## src/rtl/sysrst_pkg.sv

```systemverilog
package sysrst_pkg;

    localparam int NKEY      = 4;
    localparam int VEC_W     = 16;
    localparam int SYNC_W    = 2;

    typedef enum logic [1:0] {
        CHORD_TWO   = 2'b00,
        CHORD_THREE = 2'b01,
        CHORD_FOUR  = 2'b10,
        CHORD_FOUR2 = 2'b11
    } chord_sel_e;

    typedef struct packed {
        logic pin;
        logic chord;
        logic osc;
    } req_t;

    function automatic logic [NKEY-1:0] chord_mask(input chord_sel_e sel);
        logic [NKEY-1:0] m;
        case (sel)
            CHORD_TWO:   m = 4'b0011;
            CHORD_THREE: m = 4'b0111;
            default:     m = 4'b1111;
        endcase
        return m;
    endfunction

    function automatic logic any_req(input req_t r);
        return r.pin | r.chord | r.osc;
    endfunction

endpackage

```

## src/rtl/sysrst_sync.sv

```systemverilog
module sysrst_sync #(
    parameter int W = 1
) (
    input  logic         clk,
    input  logic         rst,
    input  logic [W-1:0] d,
    output logic [W-1:0] q
);
    logic [W-1:0] meta;

    always_ff @(posedge clk) begin
        if (rst) begin
            meta <= '0;
            q    <= '0;
        end else begin
            meta <= d;
            q    <= meta;
        end
    end
endmodule

```

## src/rtl/sysrst_pin_smp.sv

```systemverilog
module sysrst_pin_smp (
    input  logic clk,
    input  logic rst,
    input  logic stb,
    input  logic pin_sync,
    output logic pin_req
);
    always_ff @(posedge clk) begin
        if (rst)      pin_req <= 1'b0;
        else if (stb) pin_req <= pin_sync;
    end

    // the sampled pin may only change on a strobe cycle
    p_pin_on_strobe_r2: assert property (@(posedge clk) disable iff (rst)
        (pin_req != $past(pin_req)) |-> $past(stb));
endmodule

```

## src/rtl/sysrst_chord.sv

```systemverilog
module sysrst_chord
    import sysrst_pkg::*;
#(
    parameter int N = NKEY
) (
    input  logic         clk,
    input  logic         rst,
    input  logic         stb,
    input  chord_sel_e   sel,
    input  logic [N-1:0] keys,
    output logic         chord_req
);
    logic [N-1:0] mask;
    logic [N-1:0] line_ok;
    logic         chord_now;
    logic         smp_cur, smp_prev;

    assign mask = chord_mask(sel);

    for (genvar i = 0; i < N; i++) begin : g_line
        assign line_ok[i] = keys[i] | ~mask[i];
    end

    assign chord_now = &line_ok;

    always_ff @(posedge clk) begin
        if (rst) begin
            smp_cur  <= 1'b0;
            smp_prev <= 1'b0;
        end else if (stb) begin
            smp_cur  <= chord_now;
            smp_prev <= smp_cur;
        end
    end

    assign chord_req = smp_cur & smp_prev;

    // acceptance only appears right after a 1 Hz sample
    p_chord_on_strobe_r4: assert property (@(posedge clk) disable iff (rst)
        $rose(chord_req) |-> $past(stb));
    // accepted chord needs the previous sample to have held it
    p_chord_two_samples_r4: assert property (@(posedge clk) disable iff (rst)
        $rose(chord_req) |-> $past(smp_cur));
endmodule

```

## src/rtl/sysrst_latch.sv

```systemverilog
module sysrst_latch
    import sysrst_pkg::*;
(
    input  logic clk,
    input  logic rst,
    input  req_t req,
    input  logic release_pulse,
    output logic sys_rst
);
    logic active;

    assign active = any_req(req);

    always_ff @(posedge clk) begin
        if (rst)                 sys_rst <= 1'b1;
        else if (active)         sys_rst <= 1'b1;
        else if (release_pulse)  sys_rst <= 1'b0;
    end

    // any active request sets the latch on the next edge
    p_set_on_req_r6: assert property (@(posedge clk) disable iff (rst)
        active |=> sys_rst);
    // release with no source clears the latch
    p_release_clears_r7: assert property (@(posedge clk) disable iff (rst)
        (release_pulse && !active) |=> !sys_rst);
    // latch holds without release
    p_hold_r6: assert property (@(posedge clk) disable iff (rst)
        (sys_rst && !release_pulse) |=> sys_rst);
endmodule

```

## src/rtl/sysrst_gen.sv

```systemverilog
module sysrst_gen
    import sysrst_pkg::*;
(
    input  logic             clk,
    input  logic             por,
    input  logic             stb_2k,
    input  logic             stb_1hz,
    input  logic             ext_rst_pin,
    input  logic [NKEY-1:0]  key_in,
    input  logic             osc_stopped,
    input  logic [1:0]       chord_sel,
    input  logic             osc_chk_en,
    input  logic             release_pulse,
    output logic             sys_rst,
    output logic             tbc_clr,
    output logic [VEC_W-1:0] rst_vector
);
    localparam int SYNC_BITS = NKEY + 1;

    logic [SYNC_BITS-1:0] raw_in, synced;
    req_t                 req;
    logic                 osc_q;

    assign raw_in = {key_in, ext_rst_pin};

    sysrst_sync #(.W(SYNC_BITS)) u_sync (
        .clk (clk),
        .rst (por),
        .d   (raw_in),
        .q   (synced)
    );

    sysrst_pin_smp u_pin (
        .clk      (clk),
        .rst      (por),
        .stb      (stb_2k),
        .pin_sync (synced[0]),
        .pin_req  (req.pin)
    );

    sysrst_chord #(.N(NKEY)) u_chord (
        .clk       (clk),
        .rst       (por),
        .stb       (stb_1hz),
        .sel       (chord_sel_e'(chord_sel)),
        .keys      (synced[SYNC_BITS-1:1]),
        .chord_req (req.chord)
    );

    always_ff @(posedge clk) begin
        if (por) osc_q <= 1'b0;
        else     osc_q <= osc_stopped & osc_chk_en;
    end
    assign req.osc = osc_q;

    sysrst_latch u_latch (
        .clk           (clk),
        .rst           (por),
        .req           (req),
        .release_pulse (release_pulse),
        .sys_rst       (sys_rst)
    );

    assign tbc_clr    = any_req(req);
    assign rst_vector = '0;

    // oscillator request only follows an enabled option
    p_osc_gated_r5: assert property (@(posedge clk) disable iff (por)
        req.osc |-> $past(osc_chk_en));
    // counter clear implies the latch is or becomes set
    p_tbc_sets_r8: assert property (@(posedge clk) disable iff (por)
        tbc_clr |=> sys_rst);
    // restart address is zero
    always_comb p_vec_zero_r9: assert (rst_vector == '0);
endmodule

```

## config.mk

```make
export PLATFORM = sky130hd
export DESIGN_NAME = sysrst_gen
export DESIGN_NICKNAME = d
export VERILOG_FILES = /design/src/rtl/sysrst_pkg.sv /design/src/rtl/sysrst_sync.sv /design/src/rtl/sysrst_pin_smp.sv /design/src/rtl/sysrst_chord.sv /design/src/rtl/sysrst_latch.sv /design/src/rtl/sysrst_gen.sv
export SDC_FILE = /design/constraint.sdc
export NUM_CORES = 1
export LEC_CHECK = 0
export ABC_AREA = 1
export BUFFER_PORTS_ARGS = -buffer_cell sky130_fd_sc_hd__buf_4
export CAP_MARGIN = 20
export CORE_MARGIN = 2
export CORE_UTILIZATION = 42
export DETAILED_ROUTE_END_ITERATION = 6
export MAX_ROUTING_LAYER = met4
export PLACE_DENSITY = 0.75
export SLEW_MARGIN = 10
export SYNTH_ARGS = -nofsm -noshare
export SYNTH_HDL_FRONTEND = slang
export SYNTH_SLANG_ARGS = --single-unit
```

## constraint.sdc

```tcl
create_clock -name clk -period 0.89 [get_ports clk]
set_input_delay 0.178 -clock clk [delete_from_list [all_inputs] [get_ports clk]]
set_output_delay 0.178 -clock clk [all_outputs]
set_load 0.05 [all_outputs]
```

==> results.cfg, run 1 <==
[synth]
synth_xor_area_frac = 0
synthMuxAreaShare = 0
syn_inst = 76
ys_seq_area_frac = 0.487
synth.area.top_cells = dfxtp_1, buf_4, inv_1
ys_ff_latch = 15
synthTopCellsByCount = buf_4, dfxtp_1, inv_1, nor2_1, nand2_1
synth_compound_area_frac = 0.0811
ys.flop_type = dfxtp_1
synthSimpleGateAreaFrac = 0.122
synth_top_area_frac = 0.487
synth_top_area_cell = dfxtp_1
syn_area_sq_um = 617
synth_edf_count = 0
yosys_warnings = 0
synth_top_family_by_area = buffers and inverters
synthArstFlopShare = 0
ys_types = 12
synthAdderAreaFrac = 0
synth.most_common_cell = buf_4
avgSynthCellArea_sq_um = 8.12

[floorplanning]
placeableCoreArea_sq_um = 1330
dieWidth_um = 42.3
boundaryPins = 32
die_h_um = 42.3
dieArea_sq_um = 1790
start_util = 0.462
rows = 13

[critical_path]
startpoint_type = flip-flop
cp.arrival_ns = 0.92
crit_path_end_kind = output port
crit_start = osc_q$_SDFF_PP0_
r2r-start = osc_q$_SDFF_PP0_
required_ns = 0.71
crit_fanout = 2
critical_path_class = reg -> out

[drt]
drc = 0
avgRoutedWirePerCell_um = 7.79
dr.pass1.iters = 2
dr_total_vias = 432
dr.first_iter.drc_count = 2
via_per_inst = 4.00
ant_nets = 0
wl_um = 841

[run_status]
status = finished, violations left
failed_checks = negative setup slack

[cts]
cts_buffers = 3
cts_tree = done
htree_levels = 1
cts_root_buffer = clkbuf_4
path_clk_slew_ns = 0.08
post-cts-setup-buffers = 0
clkLatencyLatePin_ns = 0.27
cts_hold_buffers = 0
clock_sinks = 15
cts_buffer_depth = 2

[timing]
drv_slew = 0
fin_skew_ns = 0.00403
finalSetupViolations = 2
setup_ws_ns = -0.207
setup_tns_ns = -0.257
max_freq_mhz = 912
final.min_clock_period_ns = 1.10
hold_slack_ns = 0.0625
period_share = 1.23
rsz0062_at_grt = yes
hold_viol_final = 0

[power]
intPower_uw = 955
p_comb_frac = 0.214
clkPwrFrac = 0.264
pwr-share-seq = 0.522
power_density_nw_per_um2 = 1870
leakagePower_uw = 0.000380
switching_share = 0.307
vdd_ir_drop_max_mv = 0.892
power_switching_uw = 423

[finish]
final_area_sq_um = 736
area_growth_pct = 19.3
stdcell_count = 108
drive_gt1_frac = 0.280
diodes = 0
finalNetCount = 108

[global_route]
antenna_found_initial = 0
grt_pass1_vias = 352
grt_use_met3 = 0.0560
met2_usage = 0.175
grt-busiest-layer = met2
grt_usage = 0.120
grt_pass1_wl_um = 1410
grt_max_degree = 15
grt-ovfl-total = 0
grtUsageMet1 = 0.107

[placed_design]
dpl_cell_area_sq_um = 681
dp_cells = 104
place_hpwl_um = 665
io_buffers = 15
gp_congestion = 0.668

[hold_path]
hp-start = release_pulse
min_path_type = in -> reg

[job]
drv_cap = 0
power by group through the flow:
stage                     Clock [uW]  Combinational, uW  Sequential, uW
after CTS                        390                293             719
after global placement             0                278             728
after floorplan                    0                262             741
after global routing             439                313             723
final                            364                295             719
after detailed placement           0                282             730
what timing repair did:
action,in CTS,in global routing
pin swaps,1,0
setup endpoints to repair,2,2
gates cloned,0,0
resized for setup,9,1
endpoints found under the hold margin,0,0
through the flow:
step                setup slack (ns)   util  power, uW
floorplan                    0.00916      -       1000
global placement              0.0114  0.510       1010
detailed placement           0.00779  0.510       1010
CTS                           -0.222  0.549       1400
global route                  -0.257  0.552       1470
finish                        -0.207  0.552       1380
state kept, by name, summed over array words and instances (netlist names):
register / cells
u_chord.smp_prev: 1
u_sync.q: 5
osc_q: 1
u_chord.smp_cur: 1
u_latch.sys_rst: 1
u_sync.meta: 5
u_pin.pin_req: 1
path summary, 6_finish.rpt:
path         cells after the start  slack (ns)                            to
max                              3       -0.21                       tbc_clr
min                              2        0.06  u_latch.sys_rst$_SDFFE_PP1P_
max reg2reg                      4        0.15  u_latch.sys_rst$_SDFFE_PP1P_
min reg2reg                      2        0.40        u_sync.q[0]$_SDFF_PP0_
worst max-delay path: stages (launching register included):
cell	delay (ns)
dfxtp_2	0.33
nor2_4	0.11
nand2_4	0.06
buf_8	0.14
area by class of cell:
cell class | count | area, sq um
well taps | 15 | 18.8
multi-input cells | 44 | 203
clock buffers | 4 | 26.3
inverters | 15 | 56.3
flip-flops and latches | 15 | 304
fillers | 137 | 598
repair buffers | 15 | 128
placed cells by master, fill, tap and decap left out:
| cell | instances |
|---|---|
| a21oi_2 | 2 |
| nor2_1 | 14 |
| clkbuf_4 | 3 |
| nand2_2 | 1 |
| nor2_4 | 1 |
| nand2_1 | 3 |
| o21ai_0 | 1 |
| dfxtp_1 | 12 |
| nand2_4 | 1 |
| o21bai_1 | 1 |
| o21ai_1 | 2 |
| a21oi_1 | 2 |
| dfxtp_2 | 3 |
| conb_1 | 16 |
| buf_4 | 13 |
| clkbuf_1 | 1 |
| inv_1 | 15 |
| buf_8 | 2 |
routing by layer:
layer	vias up	part of all wire
met5	-	0
met4	0	0.020
met3	2	0.092
met2	21	0.51
met1	188	0.37
li1	221	-
logic make-up (layout without fill, tap and decap cells):
logic type	Yosys count	after routing
AO/OA/AOI/OAI	8	8
buffers and inverters	32	34
flip-flops	15	15
AND/OR/NAND/NOR	20	20
other	1	16
No activity file was read; power rests on OpenSTA's default activity.
==> run 2, diff against run 1 <==
- CORE_MARGIN: 2 -> not set
- CORE_UTILIZATION: 42 -> 45
- PLACE_DENSITY: 0.75 -> 0.8
- clock period: 0.89 -> 1.34 ns (I/O delays scaled with it)
==> run 2 against run 1 <==
Effect of this change:
- critical path depth stayed put
- largest power group unchanged
- hold slack improved by 0.086 ns
- the flow now finishes without violations
- clock skew up 0.0043 ns
==> results.cfg, run 2 (synthesis results as in run 1) <==
[global_route]
grt_max_degree = 15
grt-ovfl-total = 0
grt_pass1_wl_um = 1250
antenna_found_initial = 0
grt_usage = 0.136
grt_pass1_vias = 342

[floorplanning]
placeableCoreArea_sq_um = 1190
dieArea_sq_um = 1520
die_h_um = 39.0
rows = 12
start_util = 0.520
dieWidth_um = 39.0
boundaryPins = 32

[cts]
cts_buffer_depth = 2
cts_buffers = 3
cts_hold_buffers = 0
path_clk_slew_ns = 0.09
clkLatencyLatePin_ns = 0.28
htree_levels = 1
cts_resized = 0
post-cts-setup-buffers = 0
cts_root_buffer = clkbuf_4
clock_sinks = 15
cts_tree = done

[finish]
num-fill-cells = 112
multi_input_area_sq_um = 185
largestRegisters = u_sync.meta: 5 flops, u_sync.q: 5 flops
diodes = 0
finalNetCount = 108
final_cell_mix = conb_1, inv_1, nor2_1, buf_4, dfxtp_1
drive_gt1_frac = 0.226
regArea_sq_um = 300
area_growth_pct = 13.4
final_common_cell = conb_1

[job]
drv_cap = 0

[critical_path]
crit_start = u_chord.smp_cur$_SDFFE_PP0P_
critical_path_class = reg -> out
crit_path_end_kind = output port
reg2reg_to = u_latch.sys_rst$_SDFFE_PP1P_
required_ns = 1.07
crit_fanout = 3
cp.arrival_ns = 0.97
worstRegToRegCells = 4
critPathCapture = tbc_clr
startpoint_type = flip-flop
r2r_setup_slack_ns = 0.62
r2r-start = u_pin.pin_req$_SDFFE_PP0P_

[run_status]
status = finished clean

[placed_design]
gp_congestion = 0.628
place_hpwl_um = 588
io_buffers = 15

[drt]
ant_nets = 0
avgRoutedWirePerCell_um = 7.11
via_per_inst = 3.85
dr_total_vias = 412
wl_um = 761
dr.first_iter.drc_count = 3
dr.pass1.iters = 4
drc = 0

[power]
clkPwrFrac = 0.271
intPower_uw = 620
leakagePower_uw = 0.000373
power_density_nw_per_um2 = 1290
pwr-share-seq = 0.525
vdd_ir_drop_max_mv = 0.708
p_comb_frac = 0.205
power_switching_uw = 283
switching_share = 0.313
power_uw = 903

[timing]
hold_viol_final = 0
finalSetupViolations = 0
hold_slack_ns = 0.149
fin_skew_ns = 0.00837
drv_slew = 0
setup_tns_ns = 0
rsz0062_at_grt = no
final.min_clock_period_ns = 1.24
max_freq_mhz = 806
period_share = 0.926

[hold_path]
min_path_type = in -> reg
[run 2: cell types whose count changed in the layout (fill, tap and decap cells not counted), sizes merged]
cell,previous run,this run
clkinv,0,1
clkbuf,4,3
[run 2: worst min path at each step]
stage	cells past startpoint	to	slack [ns]	start
CTS	2	u_latch.sys_rst$_SDFFE_PP1P_	0.14	release_pulse
detailed placement	2	u_sync.q[1]$_SDFF_PP0_	0.39	u_sync.meta[1]$_SDFF_PP0_
global placement	2	u_sync.q[0]$_SDFF_PP0_	0.39	u_sync.meta[0]$_SDFF_PP0_
finish	2	u_latch.sys_rst$_SDFFE_PP1P_	0.15	release_pulse
global route	2	u_latch.sys_rst$_SDFFE_PP1P_	0.13	release_pulse
floorplan	1	u_sync.meta[4]$_SDFF_PP0_	0.34	por
[run 2: metrics by stage]
| stage | cells | util | area [sq um] | setup slack [ns] |
|---|---|---|---|---|
| 2_1_floorplan | 91 | - | 673 | 0.308 |
| 3_3_place_gp | 103 | 0.566 | 672 | 0.429 |
| 3_5_place_dp | 103 | 0.566 | 672 | 0.412 |
| 4_1_cts | 107 | 0.590 | 699 | 0.0941 |
| 5_1_grt | 107 | 0.590 | 699 | 0.0266 |
| 6_report | 107 | 0.590 | 699 | 0.0997 |
[run 2: layer usage]
layer / wire [um] / up-vias / track usage
met1: 295 / 165 / 0.129
li1: - / 221 / -
met3: 63 / 2 / 0.0520
met2: 377 / 24 / 0.208
met5: 0 / - / -
met4: 24 / 0 / 0.129
[run 2: power groups by stage]
stage	Sequential (uW)	Clock, uW	Combinational [uW]
6_report	474	244	185
5_1_grt	476	275	199
4_1_cts	474	254	185
3_5_place_dp	485	0	185
3_3_place_gp	484	0	183
2_1_floorplan	492	0	172
[run 2: area by class of cell]
class / instances / share of cell area
clock buffer: 3 / 0.0322
clock inverter: 1 / 0.00716
sequential: 15 / 0.429
tap: 14 / 0.0250
multi-input combinational: 44 / 0.265
timing repair buffer: 15 / 0.161
inverter: 15 / 0.0805
[run 2: critical path, stage by stage, from the launching register on]
cell,delay (ns)
dfxtp_1,0.35
nand2_1,0.06
nand2_1,0.08
buf_4,0.20
